### config.mk
export PLATFORM = sky130hd
export DESIGN_NAME = ptr_base_unit
export DESIGN_NICKNAME = d
export VERILOG_FILES = /design/src/rtl/pbu_pkg.sv /design/src/rtl/pbu_rgn_reg.sv /design/src/rtl/pbu_msel_reg.sv /design/src/rtl/pbu_dev_reg.sv /design/src/rtl/pbu_addr_form.sv /design/src/rtl/ptr_base_unit.sv
export SDC_FILE = /design/constraint.sdc
export NUM_CORES = 1
export LEC_CHECK = 0
export BUFFER_PORTS_ARGS = -buffer_cell sky130_fd_sc_hd__buf_2
export CAP_MARGIN = 0
export CORE_AREA = 3 3 56 58
export CTS_CLUSTER_DIAMETER = 60
export DETAILED_ROUTE_END_ITERATION = 12
export DIE_AREA = 0 0 59 61
export PLACE_DENSITY = 0.76
export SYNTH_ARGS = -nofsm -noshare
export SYNTH_HDL_FRONTEND = slang
export SYNTH_SLANG_ARGS = --single-unit
### constraint.sdc
create_clock -name clk -period 1.6 [get_ports clk]
set_clock_uncertainty 0.2 [all_clocks]
set_input_delay 0.08 -clock clk [delete_from_list [all_inputs] [get_ports clk]]
set_output_delay 0.08 -clock clk [all_outputs]
set_load 0.01 [all_outputs]
### src/rtl/pbu_pkg.sv
package pbu_pkg;

    localparam int WORD_W  = 16;
    localparam int RGN_W   = 4;
    localparam int IDX_W   = 4;
    localparam int SC_W    = 4;
    localparam int GRP_W   = 2;
    localparam int REL_W   = 2;
    localparam int MSEL_W  = 1 + GRP_W + REL_W;
    localparam int DEV_W   = 8;
    localparam int DEV_LO_W = 3;
    localparam int DEV_HI_W = DEV_W - DEV_LO_W;
    localparam int ADDR_W  = RGN_W + IDX_W;
    // selector field spans bits 3..7 counted from the MSB
    localparam int MSEL_LSB = WORD_W - 1 - 7;

    typedef logic [RGN_W-1:0]  rgn_t;
    typedef logic [MSEL_W-1:0] msel_t;
    typedef logic [GRP_W-1:0]  grp_t;
    typedef logic [DEV_W-1:0]  dev_t;
    typedef logic [SC_W-1:0]   sc_t;

    typedef enum logic [1:0] {
        MS_HOLD = 2'd0,
        MS_BUS  = 2'd1,
        MS_SC   = 2'd2,
        MS_REL  = 2'd3
    } msel_src_e;

    typedef struct packed {
        grp_t              grp;
        logic [REL_W-1:0]  k;
    } rel_sel_t;

    function automatic msel_t rel_msel(input rel_sel_t r);
        return {1'b0, r.grp, r.k};
    endfunction

    function automatic dev_t dev_short(input dev_t cur, input logic [DEV_LO_W-1:0] lo);
        return {cur[DEV_W-1 -: DEV_HI_W], lo};
    endfunction

    function automatic logic [WORD_W-1:0] sc_extend(input sc_t sc);
        return {{(WORD_W-SC_W){1'b0}}, sc};
    endfunction

endpackage

### src/rtl/pbu_rgn_reg.sv
module pbu_rgn_reg
    import pbu_pkg::*;
(
    input  logic clk,
    input  logic rst,
    input  logic ld_bus,
    input  logic ld_sc,
    input  rgn_t bus_fld,
    input  sc_t  sc,
    output rgn_t rgn
);
    rgn_t rgn_q;

    always_ff @(posedge clk) begin
        if (rst)         rgn_q <= '0;
        else if (ld_bus) rgn_q <= bus_fld;
        else if (ld_sc)  rgn_q <= rgn_t'(sc);
    end

    assign rgn = rgn_q;
endmodule

### src/rtl/pbu_msel_reg.sv
module pbu_msel_reg
    import pbu_pkg::*;
(
    input  logic  clk,
    input  logic  rst,
    input  logic  ld_bus,
    input  logic  ld_sc,
    input  logic  ld_rel,
    input  logic  ld_grp,
    input  msel_t bus_fld,
    input  sc_t   sc,
    output msel_t msel,
    output grp_t  grp
);
    msel_t     msel_q;
    grp_t      grp_q;
    msel_src_e src;
    msel_t     nxt;
    rel_sel_t  rel;

    always_comb begin
        if (ld_rel)      src = MS_REL;
        else if (ld_bus) src = MS_BUS;
        else if (ld_sc)  src = MS_SC;
        else             src = MS_HOLD;
    end

    assign rel = '{grp: grp_q, k: sc[REL_W-1:0]};

    always_comb begin
        unique case (src)
            MS_BUS:  nxt = bus_fld;
            MS_SC:   nxt = msel_t'(sc);
            MS_REL:  nxt = rel_msel(rel);
            default: nxt = msel_q;
        endcase
    end

    always_ff @(posedge clk) begin
        if (rst) begin
            msel_q <= '0;
            grp_q  <= '0;
        end else begin
            msel_q <= nxt;
            if (ld_grp) grp_q <= sc[GRP_W-1:0];
        end
    end

    assign msel = msel_q;
    assign grp  = grp_q;
endmodule

### src/rtl/pbu_dev_reg.sv
module pbu_dev_reg
    import pbu_pkg::*;
(
    input  logic                clk,
    input  logic                rst,
    input  logic                ld_bus,
    input  logic                ld_short,
    input  dev_t                bus_fld,
    input  logic [DEV_LO_W-1:0] lo,
    output dev_t                dev
);
    dev_t dev_q;

    always_ff @(posedge clk) begin
        if (rst)           dev_q <= '0;
        else if (ld_bus)   dev_q <= bus_fld;
        else if (ld_short) dev_q <= dev_short(dev_q, lo);
    end

    assign dev = dev_q;
endmodule

### src/rtl/pbu_addr_form.sv
module pbu_addr_form
    import pbu_pkg::*;
(
    input  rgn_t              rgn,
    input  logic [IDX_W-1:0]  idx,
    output logic [ADDR_W-1:0] addr
);
    assign addr = {rgn, idx};
endmodule

### src/rtl/ptr_base_unit.sv
module ptr_base_unit
    import pbu_pkg::*;
(
    input  logic        clk,
    input  logic        rst,
    input  logic        ld_rgn_bus,
    input  logic        ld_rgn_sc,
    input  logic        ld_msel_bus,
    input  logic        ld_msel_sc,
    input  logic        ld_msel_rel,
    input  logic        ld_ptrs_bus,
    input  logic        ld_grp_sc,
    input  logic        ld_dev_bus,
    input  logic        ld_dev_short,
    input  logic [15:0] bus_word,
    input  logic [3:0]  sc_field,
    input  logic [3:0]  rf_index,
    output logic [3:0]  rgn_base,
    output logic [4:0]  mem_sel,
    output logic [1:0]  grp_idx,
    output logic [7:0]  dev_addr,
    output logic [7:0]  rf_addr,
    output logic [15:0] sc_operand
);
    rgn_t  bus_rgn;
    msel_t bus_msel;
    dev_t  bus_dev;
    logic  unused_bus_mid;

    assign bus_rgn        = bus_word[RGN_W-1:0];
    assign bus_msel       = bus_word[MSEL_LSB +: MSEL_W];
    assign bus_dev        = bus_word[WORD_W-1 -: DEV_W];
    assign unused_bus_mid = ^bus_word[MSEL_LSB-1:RGN_W];

    pbu_rgn_reg u_rgn (
        .clk    (clk),
        .rst    (rst),
        .ld_bus (ld_rgn_bus | ld_ptrs_bus),
        .ld_sc  (ld_rgn_sc),
        .bus_fld(bus_rgn),
        .sc     (sc_field),
        .rgn    (rgn_base)
    );

    pbu_msel_reg u_msel (
        .clk    (clk),
        .rst    (rst),
        .ld_bus (ld_msel_bus | ld_ptrs_bus),
        .ld_sc  (ld_msel_sc),
        .ld_rel (ld_msel_rel),
        .ld_grp (ld_grp_sc),
        .bus_fld(bus_msel),
        .sc     (sc_field),
        .msel   (mem_sel),
        .grp    (grp_idx)
    );

    pbu_dev_reg u_dev (
        .clk     (clk),
        .rst     (rst),
        .ld_bus  (ld_dev_bus),
        .ld_short(ld_dev_short),
        .bus_fld (bus_dev),
        .lo      (sc_field[DEV_LO_W-1:0]),
        .dev     (dev_addr)
    );

    pbu_addr_form u_addr (
        .rgn (rgn_base),
        .idx (rf_index),
        .addr(rf_addr)
    );

    assign sc_operand = sc_extend(sc_field);
endmodule

==> flow_summary.toml <==
[drt]
firstDrtPassIters = 4
m1WireLength_mm = 1.15
vias = 1011
ant_nets = 0
drc = 0
first_iter_violations = 13
wl_met3_um = 210
wl_per_cell_um = 13.1
wl_mm = 2.85
top_layer = "met4"
route.met2.wl_mm = 1.46
viasPerCell = 4.64

[power_and_ir_drop]
leakage_nw = 0.804
fin_total_pwr_w = 0.00106
power_density_mw_per_mm2 = 676
peakVddDrop_uv = 611

[timing]
max_freq_mhz = 635
post-route-period-util_pct = 98.4
min_period_ns = 1.57
setup_violations = 0
drv_slew = 0
hold_violations = 0

[finish]
fin_nets = 223
diodes = 0
multi_input_area_um2 = 462
drive_gt1_share_pct = 33.2
seqCellArea_um2 = 380
nFillCells = 225
final_area_mm2 = 0.00158
areaGrowthSynthToFinish_pct = 53.2

[worst_setup_path]
path_cells = "dlygate4sd3_1 > clkbuf_4 > nor2_1 > dlygate4sd3_1"
crit_buf_inv = 3
worst_setup_path_start_kind = "input pin"
slowest_delay_ns = 0.56
worstSetupPathDepth = 4
crit_path_end_kind = "flip-flop"
crit_required_ns = 1.59
worst_ep_arrival_time_ns = 1.56
cpLargestDelayFamily = "buffers and inverters"
critical_path_class = "in -> reg"
endpoint = "u_msel.grp[0]$_SDFFE_PP0P_"
reg2regPathDepth = 3
r2r-end = "u_msel.grp[0]$_SDFFE_PP0P_"
worst_path_max_delay_cell = "dlygate4sd3_1"
cp-startpoint = "rst"
cp_max_fo = 19
worst-r2r-setup-slack_ns = 0.19
crit-reg2reg-launch = "u_msel.grp[0]$_SDFFE_PP0P_"
cp_common_cell = "dlygate4sd3_1"

[floorplan]
rows = 19
start_util_pct = 38.0
die-area_mm2 = 0.00360
die_w_um = 59
fp.coreArea_mm2 = 0.00271
ios = 78
die_h_um = 61

[logic_synthesis]
yosysSeqAreaShare_pct = 37.0
yosysWarnings = 0
avgSynthCellArea_um2 = 9.27
ys_seq_elements = 19
synth_cell_type_count = 22
syn-instance-count = 111
syn_area_mm2 = 0.00103

[grt]
grt_pass1_vias = 963
antenna_found_initial = 0
grt_start_max_net_pins = 20
grt_pass1_wl_mm = 4.50
grt_overflow = 0
grt_use_total_pct = 16.7

[clock_tree]
cts_sinks = 19
cts_max_path_buffers = 2
clockRootBuffer = "clkbuf_4"
cts-buffers-inserted = 3
insertion_delay_ns = 0.29
cts_tree = "built"
clk_pin_slew_ns = 0.10
post-cts-setup-buffers = 0
htreeDepth = 1

[worst_hold_path]
hp-class = "in -> reg"
whs_path_depth = 3

[place]
dpl_cell_area_mm2 = 0.00116
portBuffers = 53
gp_congestion = 0.799
hpwlAfterDp_mm = 1.80

[run_status]
outcome = "complete, no violations"

[flow_run]
cap_violations = 0
routing by layer:
layer | up-vias | track usage, %
li1 | 497 | -
met3 | 2 | 2.98
met5 | - | 0
met1 | 462 | 21.2
met2 | 50 | 28.5
met4 | 0 | 5.50
cell type report:
| cell class | instances | area share (%) |
|---|---|---|
| multi-input cells | 69 | 29.3 |
| flip-flops and latches | 19 | 24.1 |
| clock buffers | 4 | 1.67 |
| well taps | 31 | 2.46 |
| inverters | 4 | 0.953 |
| repair buffers | 91 | 41.5 |
where the power goes:
group | internal [W] | leakage, nW | switching [W] | total, W
clock | 0.0000970 | 0.0150 | 0.000143 | 0.000240
combinational | 0.000163 | 0.631 | 0.000140 | 0.000303
sequential | 0.000505 | 0.157 | 0.0000174 | 0.000522
cell usage in the layout, fill, tap and decap left out:
cell type      count
buf_2             51
dlygate4sd3_1     39
dfxtp_1           19
mux2i_1           17
nor2_1            15
conb_1            12
a211oi_1           4
inv_1              4
clkbuf_4           4
mux2_2             3
nor3_1             3
nand2_1            2
or4_1              2
or3b_2             2
a31oi_1            2
a221o_1            2
a311oi_1           2
and2b_2            1
nor2_2             1
nor4_1             1
clkbuf_1           1
cell usage after synthesis (all sizes together):
master	n	area, µm²
nand2	2	7.51
dfxtp	19	380
conb	1	3.75
inv	4	15.0
nor2	16	62.6
a31oi	2	12.5
mux2	3	33.8
a221o	2	20.0
nor3	3	15.0
a311oi	2	17.5
and2b	1	8.76
mux2i	17	170
or4	2	15.0
clkbuf	1	3.75
a211oi	4	30.0
nor4	1	6.26
or3b	2	17.5
buf	29	209
metrics by stage:
| step | utilization, % | setup TNS, ns | worst slack, ns | hold slack [ns] | cells |
|---|---|---|---|---|---|
| after floorplan | - | 0 | 0.372 | 0.0268 | 122 |
| after global placement | 42.8 | 0 | 0.404 | -0.0399 | 176 |
| after detailed placement | 42.8 | 0 | 0.384 | -0.0399 | 176 |
| after CTS | 57.5 | 0 | 0.0159 | 0.00295 | 217 |
| after global routing | 58.1 | -0.000448 | -0.000448 | 0.00940 | 218 |
| final | 58.1 | 0 | 0.0258 | 0.00954 | 218 |
how the worst min path moves through the flow:
stage	start	endpoint	slack (ns)
6_report	ld_dev_bus	u_dev.dev[2]$_SDFFE_PP0P_	0.01
5_1_grt	ld_dev_bus	u_dev.dev[2]$_SDFFE_PP0P_	0.009
4_1_cts	ld_dev_short	u_dev.dev[0]$_SDFFE_PP0P_	0.003
3_5_place_dp	rf_index[0]	rf_addr[0]	-0.04
3_3_place_gp	rf_index[0]	rf_addr[0]	-0.04
2_1_floorplan	bus_word[8]	u_dev.dev[0]$_SDFFE_PP0P_	0.03
sequential cells by signal, summed over array words and instances (netlist names):
register,cells
u_dev.dev,8
u_msel.grp,2
u_msel.msel,5
u_rgn.rgn,4
tightest hold or removal path: stages:
cell and delay, ns:
buf_2 0.17, mux2i_1 0.13, nor2_1 0.08
repair_timing:
| item | 4_1_cts | 5_1_grt |
|---|---|---|
| endpoints found under the hold margin | 23 | 1 |
| resized for setup | 0 | 1 |
| setup endpoints to repair | 0 | 7 |
| hold buffers | 37 | 2 |
logic make-up (layout without fill, tap and decap cells):
logic type | Yosys count | count (layout) | synth area share [%]
buffers and inverters | 34 | 99 | 22.1
and+or+nand+nor | 27 | 27 | 12.9
muxes | 20 | 20 | 19.8
DFF | 19 | 19 | 37.0
AOI/OAI and AO/OA | 10 | 10 | 7.79
other | 1 | 12 | 0.365
No activity file was read; power rests on OpenSTA's default activity.
